**config.mk**
```make
export PLATFORM = sky130hd
export DESIGN_NAME = gpio_port32
export DESIGN_NICKNAME = d
export VERILOG_FILES = /design/src/rtl/gp_pkg.sv /design/src/rtl/gp_sync.sv /design/src/rtl/gp_detect.sv /design/src/rtl/gp_regs.sv /design/src/rtl/gpio_port32.sv
export SDC_FILE = /design/constraint.sdc
export NUM_CORES = 1
export LEC_CHECK = 0
export ABC_AREA = 1
export BUFFER_PORTS_ARGS = -buffer_cell sky130_fd_sc_hd__buf_2
export CORE_MARGIN = 8
export CORE_UTILIZATION = 60
export CTS_CLUSTER_SIZE = 24
export DETAILED_ROUTE_END_ITERATION = 10
export PLACE_DENSITY = 0.79
export SLEW_MARGIN = 20
export SYNTH_ARGS = -nofsm -noshare
export SYNTH_HDL_FRONTEND = slang
export SYNTH_HIERARCHICAL = 1
export SYNTH_SLANG_ARGS = --single-unit
```
**constraint.sdc**
```tcl
create_clock -name clk -period 20.1 [get_ports clk]
set_input_delay 2.01 -clock clk [delete_from_list [all_inputs] [get_ports clk]]
set_output_delay 2.01 -clock clk [all_outputs]
set_load 0.1 [all_outputs]
```
**src/rtl/gp_pkg.sv**
```systemverilog
package gp_pkg;
  localparam int W_DATA = 0;
  localparam int W_DIR  = 1;
  localparam int W_PAD  = 2;
  localparam int W_CFGL = 3;
  localparam int W_CFGH = 4;
  localparam int W_MASK = 5;
  localparam int W_PEND = 6;
  localparam int W_BOTH = 7;

  typedef enum logic [1:0] {
    TRIG_LOW  = 2'd0,
    TRIG_HIGH = 2'd1,
    TRIG_RISE = 2'd2,
    TRIG_FALL = 2'd3
  } trig_e;

  function automatic logic pin_event(input logic [1:0] mode, input logic both,
                                     input logic cur, input logic prev);
    logic hit;
    if (both) begin
      hit = cur ^ prev;
    end else begin
      unique case (trig_e'(mode))
        TRIG_LOW:  hit = ~cur;
        TRIG_HIGH: hit = cur;
        TRIG_RISE: hit = cur & ~prev;
        default:   hit = ~cur & prev;
      endcase
    end
    return hit;
  endfunction
endpackage

```
**src/rtl/gp_sync.sv**
```systemverilog
module gp_sync #(
  parameter int W = 32
) (
  input  logic         clk,
  input  logic         rst_n,
  input  logic [W-1:0] din,
  output logic [W-1:0] dout
);
  logic [W-1:0] s1_q, s1_d, s2_q, s2_d;

  always_comb begin
    s1_d = din;
    s2_d = s1_q;
  end

  always_ff @(posedge clk or negedge rst_n) begin
    if (!rst_n) begin
      s1_q <= '0;
      s2_q <= '0;
    end else begin
      s1_q <= s1_d;
      s2_q <= s2_d;
    end
  end

  assign dout = s2_q;
endmodule

```
**src/rtl/gp_detect.sv**
```systemverilog
module gp_detect #(
  parameter int NPIN = 32
) (
  input  logic            clk,
  input  logic            rst_n,
  input  logic [NPIN-1:0] lvl,
  input  logic [NPIN-1:0] cfg_lo,
  input  logic [NPIN-1:0] cfg_hi,
  input  logic [NPIN-1:0] both,
  output logic [NPIN-1:0] evt
);
  localparam int HALF = NPIN / 2;

  logic [NPIN-1:0] prev_q, prev_d;

  always_comb prev_d = lvl;

  always_ff @(posedge clk or negedge rst_n) begin
    if (!rst_n) prev_q <= '0;
    else        prev_q <= prev_d;
  end

  for (genvar p = 0; p < NPIN; p++) begin : g_pin
    localparam int OFF = 2 * (p % HALF);
    logic [1:0] mode;
    if (p < HALF) begin : g_lo
      assign mode = cfg_lo[OFF +: 2];
    end else begin : g_hi
      assign mode = cfg_hi[OFF +: 2];
    end
    assign evt[p] = gp_pkg::pin_event(mode, both[p], lvl[p], prev_q[p]);
  end
endmodule

```
**src/rtl/gp_regs.sv**
```systemverilog
module gp_regs #(
  parameter int NPIN = 32,
  parameter int AW   = 5
) (
  input  logic            clk,
  input  logic            rst_n,
  input  logic            bus_en,
  input  logic            bus_we,
  input  logic [AW-1:0]   bus_addr,
  input  logic [NPIN-1:0] bus_wdata,
  output logic [NPIN-1:0] bus_rdata,
  input  logic [NPIN-1:0] pad_lvl,
  input  logic [NPIN-1:0] evt,
  output logic [NPIN-1:0] data_q,
  output logic [NPIN-1:0] dir_q,
  output logic [NPIN-1:0] cfg_lo_q,
  output logic [NPIN-1:0] cfg_hi_q,
  output logic [NPIN-1:0] both_q,
  output logic            irq_lo,
  output logic            irq_hi
);
  import gp_pkg::*;
  localparam int HALF = NPIN / 2;
  localparam int IW   = AW - 2;

  logic [IW-1:0]   word;
  logic            wr;
  logic            data_en, dir_en, cfgl_en, cfgh_en, mask_en, both_en;
  logic [NPIN-1:0] mask_q, pend_q, pend_d, clr;
  logic [NPIN-1:0] gated;

  always_comb begin
    word    = bus_addr[AW-1:2];
    wr      = bus_en & bus_we;
    data_en = wr && (int'(word) == W_DATA);
    dir_en  = wr && (int'(word) == W_DIR);
    cfgl_en = wr && (int'(word) == W_CFGL);
    cfgh_en = wr && (int'(word) == W_CFGH);
    mask_en = wr && (int'(word) == W_MASK);
    both_en = wr && (int'(word) == W_BOTH);
    clr     = (wr && (int'(word) == W_PEND)) ? bus_wdata : '0;
    pend_d  = (pend_q & ~clr) | evt;
  end

  always_ff @(posedge clk or negedge rst_n) begin
    if (!rst_n) begin
      data_q   <= '0;
      dir_q    <= '0;
      cfg_lo_q <= '0;
      cfg_hi_q <= '0;
      mask_q   <= '0;
      both_q   <= '0;
      pend_q   <= '0;
    end else begin
      if (data_en) data_q   <= bus_wdata;
      if (dir_en)  dir_q    <= bus_wdata;
      if (cfgl_en) cfg_lo_q <= bus_wdata;
      if (cfgh_en) cfg_hi_q <= bus_wdata;
      if (mask_en) mask_q   <= bus_wdata;
      if (both_en) both_q   <= bus_wdata;
      pend_q <= pend_d;
    end
  end

  always_comb begin
    unique case (int'(word))
      W_DATA:  bus_rdata = data_q;
      W_DIR:   bus_rdata = dir_q;
      W_PAD:   bus_rdata = pad_lvl;
      W_CFGL:  bus_rdata = cfg_lo_q;
      W_CFGH:  bus_rdata = cfg_hi_q;
      W_MASK:  bus_rdata = mask_q;
      W_PEND:  bus_rdata = pend_q;
      default: bus_rdata = both_q;
    endcase
  end

  assign gated  = pend_q & mask_q;
  assign irq_lo = |gated[HALF-1:0];
  assign irq_hi = |gated[NPIN-1:HALF];

  // a pending bit survives a cycle with no clear written to it
  p_hold_r7: assert property (@(posedge clk) disable iff (!rst_n)
    1'b1 |=> ((pend_q & $past(pend_q & ~clr)) == $past(pend_q & ~clr)));

  // a written one clears the bit unless a detection arrives with it
  p_clear_r7: assert property (@(posedge clk) disable iff (!rst_n)
    (wr && (int'(word) == W_PEND)) |=> ((pend_q & $past(bus_wdata & ~evt)) == '0));

  // a detection always leaves its bit set, even against a clear
  p_set_wins_r8: assert property (@(posedge clk) disable iff (!rst_n)
    (|evt) |=> ((pend_q & $past(evt)) == $past(evt)));

  // the drive enables follow a write to word 1
  p_dir_load_r2: assert property (@(posedge clk) disable iff (!rst_n)
    dir_en |=> (dir_q == $past(bus_wdata)));

  // the output value follows a write to word 0
  p_data_load_r2: assert property (@(posedge clk) disable iff (!rst_n)
    data_en |=> (data_q == $past(bus_wdata)));
endmodule

```
**src/rtl/gpio_port32.sv**
```systemverilog
module gpio_port32 #(
  parameter int NPIN = 32,
  parameter int AW   = 5
) (
  input  logic            clk,
  input  logic            rst_n,
  input  logic            bus_en,
  input  logic            bus_we,
  input  logic [AW-1:0]   bus_addr,
  input  logic [NPIN-1:0] bus_wdata,
  output logic [NPIN-1:0] bus_rdata,
  input  logic [NPIN-1:0] pad_in,
  output logic [NPIN-1:0] pad_out,
  output logic [NPIN-1:0] pad_oe,
  output logic            irq_lo,
  output logic            irq_hi
);
  logic            rst_m_q, rst_s_q;
  logic [NPIN-1:0] lvl, evt, data_q, dir_q, cfg_lo_q, cfg_hi_q, both_q;

  always_ff @(posedge clk or negedge rst_n) begin
    if (!rst_n) begin
      rst_m_q <= 1'b0;
      rst_s_q <= 1'b0;
    end else begin
      rst_m_q <= 1'b1;
      rst_s_q <= rst_m_q;
    end
  end

  gp_sync #(.W(NPIN)) u_sync (
    .clk (clk), .rst_n (rst_s_q), .din (pad_in), .dout (lvl)
  );

  gp_detect #(.NPIN(NPIN)) u_det (
    .clk (clk), .rst_n (rst_s_q), .lvl (lvl), .cfg_lo (cfg_lo_q),
    .cfg_hi (cfg_hi_q), .both (both_q), .evt (evt)
  );

  gp_regs #(.NPIN(NPIN), .AW(AW)) u_regs (
    .clk (clk), .rst_n (rst_s_q), .bus_en (bus_en), .bus_we (bus_we),
    .bus_addr (bus_addr), .bus_wdata (bus_wdata), .bus_rdata (bus_rdata),
    .pad_lvl (lvl), .evt (evt), .data_q (data_q), .dir_q (dir_q),
    .cfg_lo_q (cfg_lo_q), .cfg_hi_q (cfg_hi_q), .both_q (both_q),
    .irq_lo (irq_lo), .irq_hi (irq_hi)
  );

  assign pad_out = data_q;
  assign pad_oe  = dir_q;
endmodule

```
## Word level (Yosys, flattened, before mapping)

Index checks and enable logic that the tools add are counted.

| cells by class | value |
|---|---|
| equal/unequal tests | 76 |
| mux-type cells | 66 |
| bitwise gates (word level) | 165 |
| reductions and logical operators | 43 |

Operator list:

| cell | number |
|---|---|
| one-hot mux 32 bit (7 select lines) | 1 |
| one-hot mux 1 bit (3 select lines) | 32 |
| bitwise AND 1 bit | 65 |
| bitwise AND 32 bit | 2 |
| == test 2 x 1 -> 1 bit (second input constant) | 32 |
| == test 2 bit (second input constant) | 32 |
| logical NOT 2 bit | 32 |
| NOT 1 bit | 64 |
| 2-to-1 mux 1 bit | 32 |
| 2-to-1 mux 32 bit | 1 |
| NOT 32 bit | 1 |
| OR 32 bit | 1 |
| OR reduction 16 bit | 2 |
| XOR 1 bit | 32 |
| == test 3 bit (second input constant) | 6 |
| == test 3 x 2 -> 1 bit (second input constant) | 4 |
| logical AND 1 bit | 7 |
| == test 3 x 1 -> 1 bit (second input constant) | 2 |
| logical NOT 3 bit | 2 |

| storage, ports and cells | value |
|---|---|
| register bits | 322 |
| input bits | 73 |
| output and inout port bits | 98 |
| logic and storage cells | 362 |

## Logic depth before layout (Yosys ltp)

| logic depth | value |
|---|---|
| depth in word-level cells | 6 |
| mapped depth | 8 |
| depth with buffers taken out | 7 |

## Hierarchy

Netlist, hierarchy kept.

Modules (own cells, without submodules):

| module | instances | cells each | area each (um^2) | seq. area each (um^2) |
|---|---|---|---|---|
| gp_regs | 1 | 1357 | 11294.6 | 5605.4 |
| gp_detect | 1 | 576 | 3763.6 | 800.8 |
| gp_sync | 1 | 64 | 1601.5 | 1601.5 |
| gpio_port32 | 1 | 3 | 53.8 | 50.0 |

## Least setup slack after synthesis

OpenSTA, ideal clock, no wires.

| path | value |
|---|---|
| path kind | input to output |
| start | in bus_addr[4] |
| end | out bus_rdata[16] |
| data arrival time | 3462 ps |
| data required time | 18090 ps |
| slack | 14628 ps |
| stages | 7 |
| buffers on the path | 2 |
| path through | inv_2 -> buf_2 -> buf_2 -> nand4_1 -> nand2_1 -> nor2_1 -> nand3_1 |

| between the ends | value |
|---|---|
| cells in the longest elaborated chain, start to end | 2 |
| elaborated cells on any way between the ends | 8 |
| classes of those cells | eq/ne (6); mux (1); reduce/logical (1) |

Ends and longest elaborated chain:

| what | RTL line | source |
|---|---|---|
| start: declaration | gpio_port32.sv:9 | `input logic [AW-1:0] bus_addr,` |
| == test 3 bit (tied with other cells) | gp_regs.sv:66 | `unique case (int'(word))` |
| one-hot mux 32 bit (7 select lines) (*) | gp_regs.sv:66 |  |
| end: declaration | gpio_port32.sv:11 | `output logic [NPIN-1:0] bus_rdata,` |

Every way passes the cells marked *; elsewhere a longest branch is shown, timed or not.

## Worst setup path after layout

| path | value |
|---|---|
| start | in bus_addr[3] |
| end | out bus_rdata[21] |

The elaborated chain is that of the path after synthesis.

==> insert_results.sql <==
INSERT INTO impl_metrics (metric_group, metric, value, unit) VALUES
('run_status', 'run_status', 'finished clean', ''),
('global_routing', 'antenna_found_initial', '1', ''),
('final_layout', 'ratio_of_cells_with_drive_above_1_in_the_final_layout', '0.1571', ''),
('synth', 'ys_types', '30', ''),
('drt', 'route.met3.wl', '4.376', 'mm'),
('hold_path', 'worstHoldEndpoint', 'u_sync/dout[2]$_DFF_PN0_', ''),
('floorplan', 'rows', '61', ''),
('hold_path', 'worst_hold_path_type', 'register to register', ''),
('power_and_ir_drop', 'vdd_ir_drop_max', '0.0001065', 'V'),
('drt', 'avgRoutedWirePerCell', '19.02', 'um'),
('floorplan', 'floorplan.die.width', '182.9', 'um'),
('sta', 'slew_viol_final', '0', ''),
('place', 'placement.setup.worst_slack', '13420', 'ps'),
('synth', 'post_synth.cell_area_avg', '8.357', 'um2'),
('drt', 'met2_length', '22.05', 'mm'),
('drt', 'wl_met1', '19.56', 'mm'),
('setup_path', 'worstSetupStartpointType', 'input pin', ''),
('clock_network', 'htree_levels', '2', ''),
('clock_network', 'clockRootBuffer', 'clkbuf_16', ''),
('synth', 'yosysTopAreaCell', 'dfrtp_1', ''),
('floorplan', 'boundaryPins', '171', ''),
('power_and_ir_drop', 'power.density_cell_area', '112.8', 'nW/um2'),
('floorplan', 'core_area', '27630', 'um2'),
('setup_path', 'worst_r2r_startpoint', 'rst_s_q$_DFF_PN0_', ''),
('drt', 'antenna_left', '0', ''),
('synth', 'netlist_top_cells_area', 'dfrtp_1 (48%), nand2_1 (9.4%), nand4_1 (6.1%)', ''),
('clock_network', 'post_cts_buffers', '0', ''),
('clock_network', 'cts.repair.resized', '0', ''),
('drt', 'detail_route.wirelength', '47.86', 'mm'),
('clock_network', 'worst_setup_hold_path_clk_slew', '50', 'ps'),
('sta', 'rsz0062_at_grt', 'no', ''),
('place', 'dp_area', '17530', 'um2'),
('hold_path', 'min-delay-start', 'u_sync/s1_q[2]$_DFF_PN0_', ''),
('clock_network', 'cts_tree', 'built', ''),
('floorplan', 'initial_util', '0.6049', ''),
('setup_path', 'crit_family', 'buffers and inverters', ''),
('synth', 'register_bit_total_from_synthesis', '322', ''),
('drt', 'topRoutingLayerUsed', 'met5', ''),
('global_routing', 'grt_remaining_overflow', '0', ''),
('synth', 'synth_top_cell_area_share', '0.4821', ''),
('sta', 'max_slew.worst_pin.slew', '1152', 'ps'),
('setup_path', 'r2r_setup_slack', '17390', 'ps'),
('clock_network', 'cts_made_buffers', '36', ''),
('synth', 'synth_seq_area_share', '0.4821', ''),
('synth', 'syn_inst', '2000', ''),
('place', 'numPortBuffers', '168', ''),
('clock_network', 'worstSkewPairLatency', '510', 'ps'),
('power_and_ir_drop', 'overall_power_consumption', '0.002102', 'W'),
('power_and_ir_drop', 'p_leak', '9.477', 'nW'),
('final_layout', 'antenna_cells_inserted', '0', ''),
('setup_path', 'crit_required', '18090', 'ps'),
('synth', 'synth.cell_area', '16710', 'um2'),
('sta', 'postLayoutSetupSlackWorst', '13350', 'ps'),
('place', 'detailed_place_hpwl', '30.06', 'mm'),
('floorplan', 'die_height', '182.9', 'um'),
('synth', 'syn_nets', '2137', ''),
('sta', 'clock_skew', '7.584', 'ps'),
('setup_path', 'stage_delay_of_the_slowest_cell_on_the_critical_path', '610', 'ps'),
('final_layout', 'final_design_area_no_fill', '18640', 'um2'),
('place', 'gp_congestion', '0.8711', ''),
('sta', 'hold_viol', '0', ''),
('sta', 'setup_viol', '0', ''),
('clock_network', 'cts-root-to-sink-buffers', '3', ''),
('drt', 'detail_route.vias_per_cell', '5.855', ''),
('global_routing', 'grt_start_max_net_pins', '179', ''),
('setup_path', 'setup.worst_path.class', 'input pin to output port', ''),
('synth', 'synthesis.yosys.warnings', '6', ''),
('global_routing', 'grt.total_usage', '0.2805', ''),
('drt', 'route.vias.total', '14738', ''),
('global_routing', 'grt_pass1_wl', '75.41', 'mm'),
('setup_path', 'crit_chain', 'buf_4 > nor2_4 > buf_4 > nand2_1 > buf_4 > nor2_1 > nor2_1 > nand3_1 > buf_2', '');
registers in the layout, indices dropped and copies added (netlist names):
name	cells
u_sync/s1_q	32
u_regs/cfg_hi_q	32
u_regs/mask_q	32
u_regs/data_q	32
u_regs/dir_q	32
rst_s_q	1
u_sync/dout	32
u_regs/cfg_lo_q	32
u_regs/both_q	32
u_det/prev_q	32
rst_m_q	1
u_regs/pend_q	32
per-stage QoR:
stage,utilization,std cells
floorplan,-,2000
global placement,0.6345,2456
detailed placement,0.6345,2456
CTS,0.6732,2515
global route,0.6747,2517
finish,0.6747,2517
layout by cell type, fill, tap and decap left out, types with 2 or more instances in the layout:
cell type  instances
nand4_4            2
nand3_4            2
buf_2            165
nor2_8             2
dfrtp_1          321
nand3_1          166
inv_1            226
a21oi_2           55
ha_1              64
nand4_1          164
nor2_1           260
clkinv_2           7
nand3_2            2
clkbuf_8           5
buf_12             3
nand2_1          418
o21bai_2          32
a21o_1            31
a21oi_1            8
buf_4             17
clkbuf_1          11
clkbuf_16         37
o21ai_0          112
o21ai_1           18
synth_stat cells:
cell type  number
a21oi_2        55
nor2_4          1
nand3_1       166
conb_1          1
clkbuf_1       32
inv_4           1
inv_1         228
nor2_1        260
o21bai_1        1
buf_1          12
ha_1           64
o21ai_1        18
nor3_1          1
a21oi_1         8
nand2_1       418
a21o_1         31
inv_2           2
nor2_8          2
nand4_4         2
buf_4          11
buf_6          22
nand4_1       164
nor2_2          1
nand3_2         2
buf_2          28
nand3_4         2
nand2_4         1
o21ai_0       112
o21bai_2       32
dfrtp_1       322
where the power goes:
part | switching [W] | internal (W)
clock | 0.000255 | 0.000355
combinational | 0.000489 | 0.000147
sequential | 0.000112 | 0.000744
total | 0.000857 | 0.00125
how the worst max path moves through the flow:
stage                      start                        end  slack [ps]  cells after the start
2_1_floorplan  rst_s_q$_DFF_PN0_  u_det/prev_q[0]$_DFF_PN0_       10460                      0
3_3_place_gp         bus_addr[3]              bus_rdata[21]       13470                      9
3_5_place_dp         bus_addr[3]              bus_rdata[21]       13420                      9
4_1_cts              bus_addr[3]              bus_rdata[21]       13430                      9
5_1_grt              bus_addr[3]              bus_rdata[13]       13270                      9
6_report             bus_addr[3]              bus_rdata[21]       13350                      9
layout make-up:
class | count | area [um2]
clock buffers | 53 | 1036
inverters | 231 | 872.1
clock inverters | 6 | 33.78
well taps | 378 | 473.0
repair buffers | 185 | 1013
flip-flops and latches | 322 | 8061
multi-input cells | 1342 | 7151
fillers | 2249 | 8989
kinds of logic (layout without fill, tap and decap cells):
kind of cell             after synthesis  count (layout)  share of synthesized area
flip-flops                           322             322                     0.4821
buffers and inverters                336             475                    0.09006
AND/OR/NAND/NOR                     1020            1020                     0.2736
AO/OA/AOI/OAI                        257             257                     0.1061
adder cells (fa/ha/maj)               64              64                    0.04791
other                                  1               1                  0.0002244
metal layers:
layer  vias to the layer above  GRT usage
li1                       6771          -
met1                      7054     0.3666
met2                       765     0.4450
met3                       146    0.06035
met4                         2     0.1285
met5                         -          0
Note: power is estimated with default switching activity, not from simulation.
